===== src/rtl/nlb_pkg.sv =====
package nlb_pkg;

    typedef enum logic [2:0] {
        ST_CALWAIT,
        ST_IDLE,
        ST_WRITE,
        ST_RD_CMD,
        ST_RD_WAIT
    } nlb_state_e;

    localparam logic [2:0] CMD_WRITE = 3'b000;
    localparam logic [2:0] CMD_READ  = 3'b001;

endpackage


===== src/rtl/nlb_lane_pack.sv =====
module nlb_lane_pack #(
    parameter int WORD_W = 16,
    parameter int LINE_W = 128,
    localparam int LANES  = LINE_W / WORD_W,
    localparam int SEL_W  = $clog2(LANES),
    localparam int MASK_W = LINE_W / 8
) (
    input  logic [WORD_W-1:0] word_i,
    input  logic [SEL_W-1:0]  lane_i,
    input  logic              hi_en_i,
    input  logic              lo_en_i,
    output logic [LINE_W-1:0] line_o,
    output logic [MASK_W-1:0] mask_o
);
    // Each lane carries the same word; only the selected lane is unmasked.
    for (genvar k = 0; k < LANES; k++) begin : g_lane
        logic hit;
        assign hit = (lane_i == SEL_W'(k));
        assign line_o[k*WORD_W +: WORD_W] = word_i;
        assign mask_o[2*k]     = !(hit && lo_en_i);
        assign mask_o[2*k + 1] = !(hit && hi_en_i);
    end
endmodule


===== src/rtl/nlb_lane_pick.sv =====
module nlb_lane_pick #(
    parameter int WORD_W = 16,
    parameter int LINE_W = 128,
    localparam int LANES = LINE_W / WORD_W,
    localparam int SEL_W = $clog2(LANES),
    localparam int HALF  = WORD_W / 2
) (
    input  logic [LINE_W-1:0] line_i,
    input  logic [SEL_W-1:0]  lane_i,
    input  logic              hi_en_i,
    input  logic              lo_en_i,
    output logic [WORD_W-1:0] word_o
);
    logic [WORD_W-1:0] lane_word;
    logic [HALF-1:0]   upper;
    logic [HALF-1:0]   lower;

    always_comb begin
        lane_word = '0;
        for (int k = 0; k < LANES; k++) begin
            if (lane_i == SEL_W'(k)) begin
                lane_word = line_i[k*WORD_W +: WORD_W];
            end
        end
    end

    assign upper = lane_word[WORD_W-1:HALF];
    assign lower = lane_word[HALF-1:0];

    always_comb begin
        unique case ({hi_en_i, lo_en_i})
            2'b10:   word_o = {upper, upper};
            2'b01:   word_o = {lower, lower};
            default: word_o = lane_word;
        endcase
    end
endmodule


===== src/rtl/nlb_fsm.sv =====
module nlb_fsm
    import nlb_pkg::*;
(
    input  logic       clk,
    input  logic       rst,
    input  logic       cal_done_i,
    input  logic       req_i,
    input  logic       req_we_i,
    input  logic       mc_rdy_i,
    input  logic       mc_wdf_rdy_i,
    input  logic       mc_rvalid_i,
    output logic       accept_o,
    output logic       capture_o,
    output logic       busy_o,
    output logic       mc_en_o,
    output logic [2:0] mc_cmd_o,
    output logic       mc_wren_o,
    output logic       mc_wend_o
);
    nlb_state_e state_q, state_d;
    logic       cmd_ok_q, cmd_ok_d;
    logic       dat_ok_q, dat_ok_d;
    logic       cmd_fire, dat_fire;

    // State register
    always_ff @(posedge clk) begin
        if (rst) begin
            state_q  <= ST_CALWAIT;
            cmd_ok_q <= 1'b0;
            dat_ok_q <= 1'b0;
        end else begin
            state_q  <= state_d;
            cmd_ok_q <= cmd_ok_d;
            dat_ok_q <= dat_ok_d;
        end
    end

    assign cmd_fire = mc_en_o && mc_rdy_i;
    assign dat_fire = mc_wren_o && mc_wdf_rdy_i;

    // Transitions
    always_comb begin
        state_d  = state_q;
        cmd_ok_d = cmd_ok_q;
        dat_ok_d = dat_ok_q;
        unique case (state_q)
            ST_CALWAIT: begin
                if (cal_done_i) state_d = ST_IDLE;
            end
            ST_IDLE: begin
                cmd_ok_d = 1'b0;
                dat_ok_d = 1'b0;
                if (req_i) state_d = req_we_i ? ST_WRITE : ST_RD_CMD;
            end
            ST_WRITE: begin
                if (cmd_fire) cmd_ok_d = 1'b1;
                if (dat_fire) dat_ok_d = 1'b1;
                if ((cmd_ok_q || cmd_fire) && (dat_ok_q || dat_fire)) begin
                    state_d = ST_IDLE;
                end
            end
            ST_RD_CMD: begin
                if (cmd_fire) state_d = ST_RD_WAIT;
            end
            ST_RD_WAIT: begin
                if (mc_rvalid_i) state_d = ST_IDLE;
            end
            default: state_d = ST_CALWAIT;
        endcase
    end

    // Outputs
    always_comb begin
        accept_o  = 1'b0;
        capture_o = 1'b0;
        busy_o    = 1'b1;
        mc_en_o   = 1'b0;
        mc_cmd_o  = CMD_WRITE;
        mc_wren_o = 1'b0;
        mc_wend_o = 1'b0;
        unique case (state_q)
            ST_CALWAIT: begin
                busy_o = 1'b1;
            end
            ST_IDLE: begin
                busy_o   = 1'b0;
                accept_o = req_i;
            end
            ST_WRITE: begin
                mc_cmd_o  = CMD_WRITE;
                mc_en_o   = !cmd_ok_q;
                mc_wren_o = !dat_ok_q;
                mc_wend_o = !dat_ok_q;
            end
            ST_RD_CMD: begin
                mc_cmd_o = CMD_READ;
                mc_en_o  = 1'b1;
            end
            ST_RD_WAIT: begin
                mc_cmd_o  = CMD_READ;
                capture_o = mc_rvalid_i;
            end
            default: busy_o = 1'b1;
        endcase
    end
endmodule


===== src/rtl/narrow_line_bridge.sv =====
module narrow_line_bridge #(
    parameter int ADDR_W = 27,
    parameter int WORD_W = 16,
    parameter int LINE_W = 128,
    localparam int LANES  = LINE_W / WORD_W,
    localparam int SEL_W  = $clog2(LANES),
    localparam int MASK_W = LINE_W / 8,
    localparam int OFS_W  = $clog2(MASK_W)
) (
    input  logic              clk,
    input  logic              rst,
    input  logic              cal_done_i,
    input  logic              req_i,
    input  logic              req_we_i,
    input  logic [ADDR_W-1:0] req_addr_i,
    input  logic              req_hi_en_i,
    input  logic              req_lo_en_i,
    input  logic [WORD_W-1:0] req_wdata_i,
    output logic              busy_o,
    output logic [WORD_W-1:0] rdata_o,
    output logic [ADDR_W-1:0] mc_addr_o,
    output logic [2:0]        mc_cmd_o,
    output logic              mc_en_o,
    input  logic              mc_rdy_i,
    output logic [LINE_W-1:0] mc_wdata_o,
    output logic [MASK_W-1:0] mc_wmask_o,
    output logic              mc_wren_o,
    output logic              mc_wend_o,
    input  logic              mc_wdf_rdy_i,
    input  logic [LINE_W-1:0] mc_rdata_i,
    input  logic              mc_rvalid_i
);
    logic              accept, capture;
    logic [ADDR_W-1:0] addr_q;
    logic              hi_q, lo_q;
    logic [WORD_W-1:0] wdata_q;
    logic [WORD_W-1:0] rdata_q;
    logic [WORD_W-1:0] picked;
    logic [SEL_W-1:0]  lane;
    logic              unused_byte_bit;

    nlb_fsm u_fsm (
        .clk          (clk),
        .rst          (rst),
        .cal_done_i   (cal_done_i),
        .req_i        (req_i),
        .req_we_i     (req_we_i),
        .mc_rdy_i     (mc_rdy_i),
        .mc_wdf_rdy_i (mc_wdf_rdy_i),
        .mc_rvalid_i  (mc_rvalid_i),
        .accept_o     (accept),
        .capture_o    (capture),
        .busy_o       (busy_o),
        .mc_en_o      (mc_en_o),
        .mc_cmd_o     (mc_cmd_o),
        .mc_wren_o    (mc_wren_o),
        .mc_wend_o    (mc_wend_o)
    );

    // Request capture: fields frozen for the whole transaction.
    always_ff @(posedge clk) begin
        if (rst) begin
            addr_q  <= '0;
            hi_q    <= 1'b0;
            lo_q    <= 1'b0;
            wdata_q <= '0;
        end else if (accept) begin
            addr_q  <= req_addr_i;
            hi_q    <= req_hi_en_i;
            lo_q    <= req_lo_en_i;
            wdata_q <= req_wdata_i;
        end
    end

    always_ff @(posedge clk) begin
        if (rst) begin
            rdata_q <= '0;
        end else if (capture) begin
            rdata_q <= picked;
        end
    end

    assign lane            = addr_q[OFS_W-1:1];
    assign unused_byte_bit = addr_q[0];
    assign mc_addr_o       = {addr_q[ADDR_W-1:OFS_W], {OFS_W{1'b0}}};
    assign rdata_o         = rdata_q;

    nlb_lane_pack #(.WORD_W(WORD_W), .LINE_W(LINE_W)) u_pack (
        .word_i  (wdata_q),
        .lane_i  (lane),
        .hi_en_i (hi_q),
        .lo_en_i (lo_q),
        .line_o  (mc_wdata_o),
        .mask_o  (mc_wmask_o)
    );

    nlb_lane_pick #(.WORD_W(WORD_W), .LINE_W(LINE_W)) u_pick (
        .line_i  (mc_rdata_i),
        .lane_i  (lane),
        .hi_en_i (hi_q),
        .lo_en_i (lo_q),
        .word_o  (picked)
    );
endmodule


===== config.mk =====
export PLATFORM = sky130hd
export DESIGN_NAME = narrow_line_bridge
export DESIGN_NICKNAME = d
export VERILOG_FILES = /design/src/rtl/nlb_pkg.sv /design/src/rtl/nlb_lane_pack.sv /design/src/rtl/nlb_lane_pick.sv /design/src/rtl/nlb_fsm.sv /design/src/rtl/narrow_line_bridge.sv
export SDC_FILE = /design/constraint.sdc
export NUM_CORES = 1
export LEC_CHECK = 0
export ABC_AREA = 0
export BUFFER_PORTS_ARGS = -buffer_cell sky130_fd_sc_hd__buf_2
export CAP_MARGIN = 20
export CORE_AREA = 4 4 143 145
export CTS_CLUSTER_SIZE = 10
export DETAILED_ROUTE_END_ITERATION = 10
export DIE_AREA = 0 0 147 149
export PLACE_DENSITY = 0.5
export REMOVE_ABC_BUFFERS = 1
export SYNTH_ARGS = -nofsm -noshare
export SYNTH_HDL_FRONTEND = slang
export SYNTH_SLANG_ARGS = --single-unit

===== constraint.sdc =====
create_clock -name clk -period 3 [get_ports clk]
set_input_delay 0.6 -clock clk [delete_from_list [all_inputs] [get_ports clk]]
set_output_delay 0.6 -clock clk [all_outputs]
set_load 0.05 [all_outputs]

# After elaboration in Yosys (flattened, before gate mapping)
# Cells that the tools add are included.
word_totals:
  reg_bits: 66
  in_bits: 181
  output_inout_bits: 194
  wordCells: 100
classes:
  n_eq_ne: 20
  muxes: 26
  reduce_logical: 46
ops:
  columns: ["cell", "n"]
  rows:
  - ["16-bit 2-to-1 mux", 8]
  - ["16-bit one-hot mux with 2 select lines", 1]
  - ["1-bit logical AND", 19]
  - ["1-bit logical NOT", 18]
  - ["3-bit == test, second input constant", 5]
  - ["3-bit 2-to-1 mux", 5]
  - ["3-bit one-hot mux with 5 select lines", 1]
  - ["3-bit by 2-bit == test with 1-bit output, second input constant", 4]
  - ["1-bit 2-to-1 mux", 8]
  - ["2-bit by 1-bit != test with 1-bit output, second input constant", 4]
  - ["3-bit by 1-bit == test with 1-bit output, second input constant", 2]
  - ["3-bit logical NOT", 2]
  - ["2-bit != test, second input constant", 3]
  - ["1-bit one-hot mux with 2 select lines", 3]
  - ["5-bit AND reduction", 1]
  - ["2-bit AND reduction", 2]
  - ["2-bit by 1-bit == test with 1-bit output, second input constant", 1]
  - ["2-bit == test, second input constant", 1]
  - ["1-bit logical OR", 2]
  - ["2-bit nonzero test", 1]
  - ["2-bit OR reduction", 1]

# Logic depth before layout (Yosys ltp)
depth:
  word_depth: 10
  mapped_depth: 7

# Hierarchy
# Synthesis repeated with hierarchy kept, for this count alone.
hier_totals:
  cells_unflattened: 570
  area_unflattened_um2: 5326.4
by_module_without_submodules:
  columns: ["mod", "n_inst", "cells_each", "area_each_um2"]
  rows:
  - ["narrow_line_bridge", 1, 222, 2384.8]
  - ["nlb_lane_pick", 1, 158, 1440.1]
  - ["nlb_lane_pack", 1, 147, 1128.6]
  - ["nlb_fsm", 1, 43, 372.9]

# Worst setup path before layout
# OpenSTA, ideal clock, no wires.
synth_path:
  path_kind: "register to output"
  startpoint: "register u_fsm.state_q[2]"
  endpoint: "output mc_wren_o"
  t_arrival_ns: 2.126
  required_ns: 2.400
  setup_slack_ns: 0.274
  stages_incl_launch_ff: 5
  n_path_buf: 2
  cell_sequence: "dfxtp_1 -> clkbuf_1 -> nand2b_1 -> nor3_1 -> buf_4"
synth_between:
  elab_chain_cells: 2
synth_rtl:
  columns: ["element", "line_no", "text"]
  rows:
  - ["from (decl)", "nlb_fsm.sv:20", "nlb_state_e state_q, state_d;"]
  - ["from (signal assigned)", "nlb_fsm.sv:32", "state_q <= state_d;"]
  - ["3-bit by 2-bit == test with 1-bit output", null, null]
  - ["1-bit 2-to-1 mux", null, null]
  - ["to (decl)", "narrow_line_bridge.sv:27", "output logic mc_wren_o,"]
# Every way passes these cells.

# Worst setup path in the final report
layout_path:
  startpoint: "register addr_q[2]"
  endpoint: "output mc_wmask_o[13]"
layout_between:
  elab_chain_cells: 3
layout_rtl:
  columns: ["element", "line_no", "text"]
  rows:
  - ["from (decl)", "narrow_line_bridge.sv:34", "logic [ADDR_W-1:0] addr_q;"]
  - ["from (signal assigned)", "narrow_line_bridge.sv:68", "addr_q <= req_addr_i;"]
  - ["3-bit == test", "nlb_lane_pack.sv:18", "assign hit = (lane_i == SEL_W'(k));"]
  - ["1-bit logical AND", "nlb_lane_pack.sv:21", "assign mask_o[2*k + 1] = !(hit && hi_en_i);"]
  - ["1-bit logical NOT", "nlb_lane_pack.sv:21", null]
  - ["to (decl)", "narrow_line_bridge.sv:26", "output logic [MASK_W-1:0] mc_wmask_o,"]
# Every way passes these cells.

==> out/qor.csv <==
metric,value,unit
outcome,"complete, no violations",
ioPinCount,375,
clk_latency,0.34,ns
clkPwrFrac,37.3,%
setup_ws,0.612,ns
clock_sinks,65,
cp_num_buf_inv,2,
vias,4455,
worstRegToRegCells,5,
synth_area_leaders,"dfxtp_1 (28%), buf_4 (23%), mux4_2 (12%)",
synth_edf_count,0,
routedWlPerCell,15.8,um
overflow,0,
synth_top_area_share,27.9,%
seq_power_share,29.7,%
gp_congestion,0.754,
final_max_slew_viol_count,0,
p_sw,1.26,mW
arrival,1.79,ns
peakVddDrop,285,uV
ys_types,44,
swShare,38.1,%
min_path_cells,1,
die_area,0.0219,mm2
antenna_found_initial,1,
syn-cell-area,0.00467,mm2
p_leak,3.05,nW
wl_met2,8310,um
hold_viol_final,0,
area_delta_synth_final,29.3,%
routed.top_layer,met4,
grt_max_degree,50,
cts_root_buf,clkbuf_16,
rsz0062_at_grt,false,
power_frac_comb,33.0,%
whs,0.444,ns
cap_violations,0,
cts_buffers,9,
start_kind,flip-flop,
cts_tree,built,
postCtsSetupBuffers,0,
port_buffers,367,
wirelength,16100,um
crit_fanout,35,
htree_levels,3,
drive_gt1_share,55.6,%
required,2.40,ns
ant_nets,0,
total_power,3.31,mW
cts_buffer_depth,2,
grt_pass1_wl,23900,um
cp_top_family,buffers and inverters,
max_slew_margin,31.0,%
syn-instance-count,536,
ys_seq_area_share,27.9,%
ctsResizeCount,0,
hp-class,flip-flop to flip-flop,
die_h,149,um
pre_cts_slack,0.824,ns
fp.dieW,147,um
min_period_over_period,79.6,%
cp_num_cells,4,
hpwlAfterDp,12600,um
synth.avg_cell_area,8.71,um2
crit_type,flip-flop to output port,
clk_pin_slew,0.06,ns
setup_viol,0,
multi_input_area,0.00214,mm2
grt_pass1_vias,4423,
tightest_slew,1.03,ns
wl_met1,6170,um
power.density,548,mW/mm2
end_kind,output port,
placed_area,0.00569,mm2
synth-async-reset-ratio,0,%
track_usage,13.9,%
wl_met3,1410,um
fin_setup_tns,0,ns
synth_top_flop_cell,dfxtp_1,
post-route-min-period,2.39,ns
p_int,2.05,mW
cpPeakStageDelay,0.51,ns
fill_cells,2064,
yosysTopAreaCell,dfxtp_1,
fmax,0.419,GHz
cts_hold_buf,0,
rows,51,
clock_skew,0.0102,ns
drt_drc_violations_left,0,
viasPerCell,4.36,
slowest_stage,dfxtp_2,
drt_iter0_markers,162,
finalNetCount,934,
core_area,0.0192,mm2
path_cells,buf_12 -> nor2b_1 -> nand3_1 -> buf_2,
ys_warn_count,0,
fin_area,0.00604,mm2
area.sequential,0.00130,mm2
ys_ff_latch,65,
initial_core_util,24.3,%
firstDrtPassIters,4,
power groups by stage:
stage	Sequential (mW)	Clock [mW]	Combinational (mW)
after floorplan	1.46	0	0.294
after global placement	1.01	0	1.10
after detailed placement	1.01	0	1.11
after CTS	0.988	1.29	1.11
after global routing	0.998	1.32	1.16
final	0.985	1.23	1.09
cell usage after synthesis, types with 2 or more instances:
| cell | instances |
|---|---|
| ha_1 | 2 |
| o22ai_1 | 8 |
| mux4_2 | 24 |
| buf_6 | 2 |
| nor3_1 | 3 |
| nor2_1 | 10 |
| o21ai_0 | 8 |
| buf_4 | 142 |
| nor2b_1 | 4 |
| mux4_1 | 6 |
| nand3_1 | 11 |
| nand3b_1 | 2 |
| a31oi_1 | 3 |
| buf_1 | 2 |
| nand2_1 | 97 |
| inv_1 | 6 |
| dfxtp_1 | 65 |
| nand2b_1 | 3 |
| nand4_1 | 3 |
| a21o_1 | 8 |
| o21ai_1 | 5 |
| a21oi_1 | 50 |
| buf_2 | 8 |
| mux2i_1 | 15 |
| a2bb2oi_1 | 9 |
| o211ai_1 | 4 |
| or2_2 | 2 |
| clkbuf_1 | 18 |
stage by stage:
| step | std cells | utilization (%) |
|---|---|---|
| after floorplan | 367 | - |
| after global placement | 1005 | 29.6 |
| after detailed placement | 1005 | 29.6 |
| after CTS | 1021 | 31.4 |
| after global routing | 1022 | 31.4 |
| final | 1022 | 31.4 |
placed cells by master, fill, tap and decap left out, drive strengths merged, types with 6 or more instances in the layout:
master and n:
nor2 10, o22ai 8, mux2i 15, a21o 8
mux4 30, inv 6, a21oi 50, dfxtp 65
conb 6, nand3 11, o21ai 13, a2bb2oi 9
buf 373, clkbuf 10, nand2 97
state kept, by name (all words and copies together) (netlist names):
register        cells
addr_q             26
u_fsm.dat_ok_q      1
rdata_o            16
wdata_q            16
lo_q                1
u_fsm.cmd_ok_q      1
hi_q                1
u_fsm.state_q       3
final timing paths:
check	from	slack [ns]	end
worst max-delay path	addr_q[2]$_SDFFE_PP0P_	0.61	mc_wmask_o[13]
worst min-delay path	rdata_o[1]$_SDFFE_PP0P_	0.44	rdata_o[1]$_SDFFE_PP0P_
worst max register to register	addr_q[2]$_SDFFE_PP0P_	0.94	rdata_o[0]$_SDFFE_PP0P_
worst min register to register	rdata_o[1]$_SDFFE_PP0P_	0.44	rdata_o[1]$_SDFFE_PP0P_
kinds of logic (layout without fill, tap and decap cells):
group | after synthesis | in the layout | share of synthesized area (%)
buffers and inverters | 180 | 395 | 27.0
and+or+nand+nor | 141 | 141 | 13.2
AOI/OAI and AO/OA | 101 | 101 | 12.9
DFF | 65 | 65 | 27.9
muxes | 46 | 46 | 18.4
adders and majority gates | 2 | 2 | 0.536
other | 1 | 7 | 0.0803
routing by layer:
| layer | GRT usage (%) | vias up |
|---|---|---|
| li1 | - | 2148 |
| met1 | 16.0 | 2071 |
| met2 | 24.6 | 219 |
| met3 | 4.56 | 17 |
| met4 | 4.24 | 0 |
| met5 | 0 | - |
cell type report:
type	instances	share of cell area, %
Clock buffer	10	3.79
Sequential cell	65	21.6
Clock inverter	6	1.93
Multi-Input combinational cell	296	35.4
Tap cell	265	5.49
Antenna cell	1	0.0414
Timing Repair Buffer	373	31.4
Inverter	6	0.373
No activity file was read; power rests on OpenSTA's default activity.
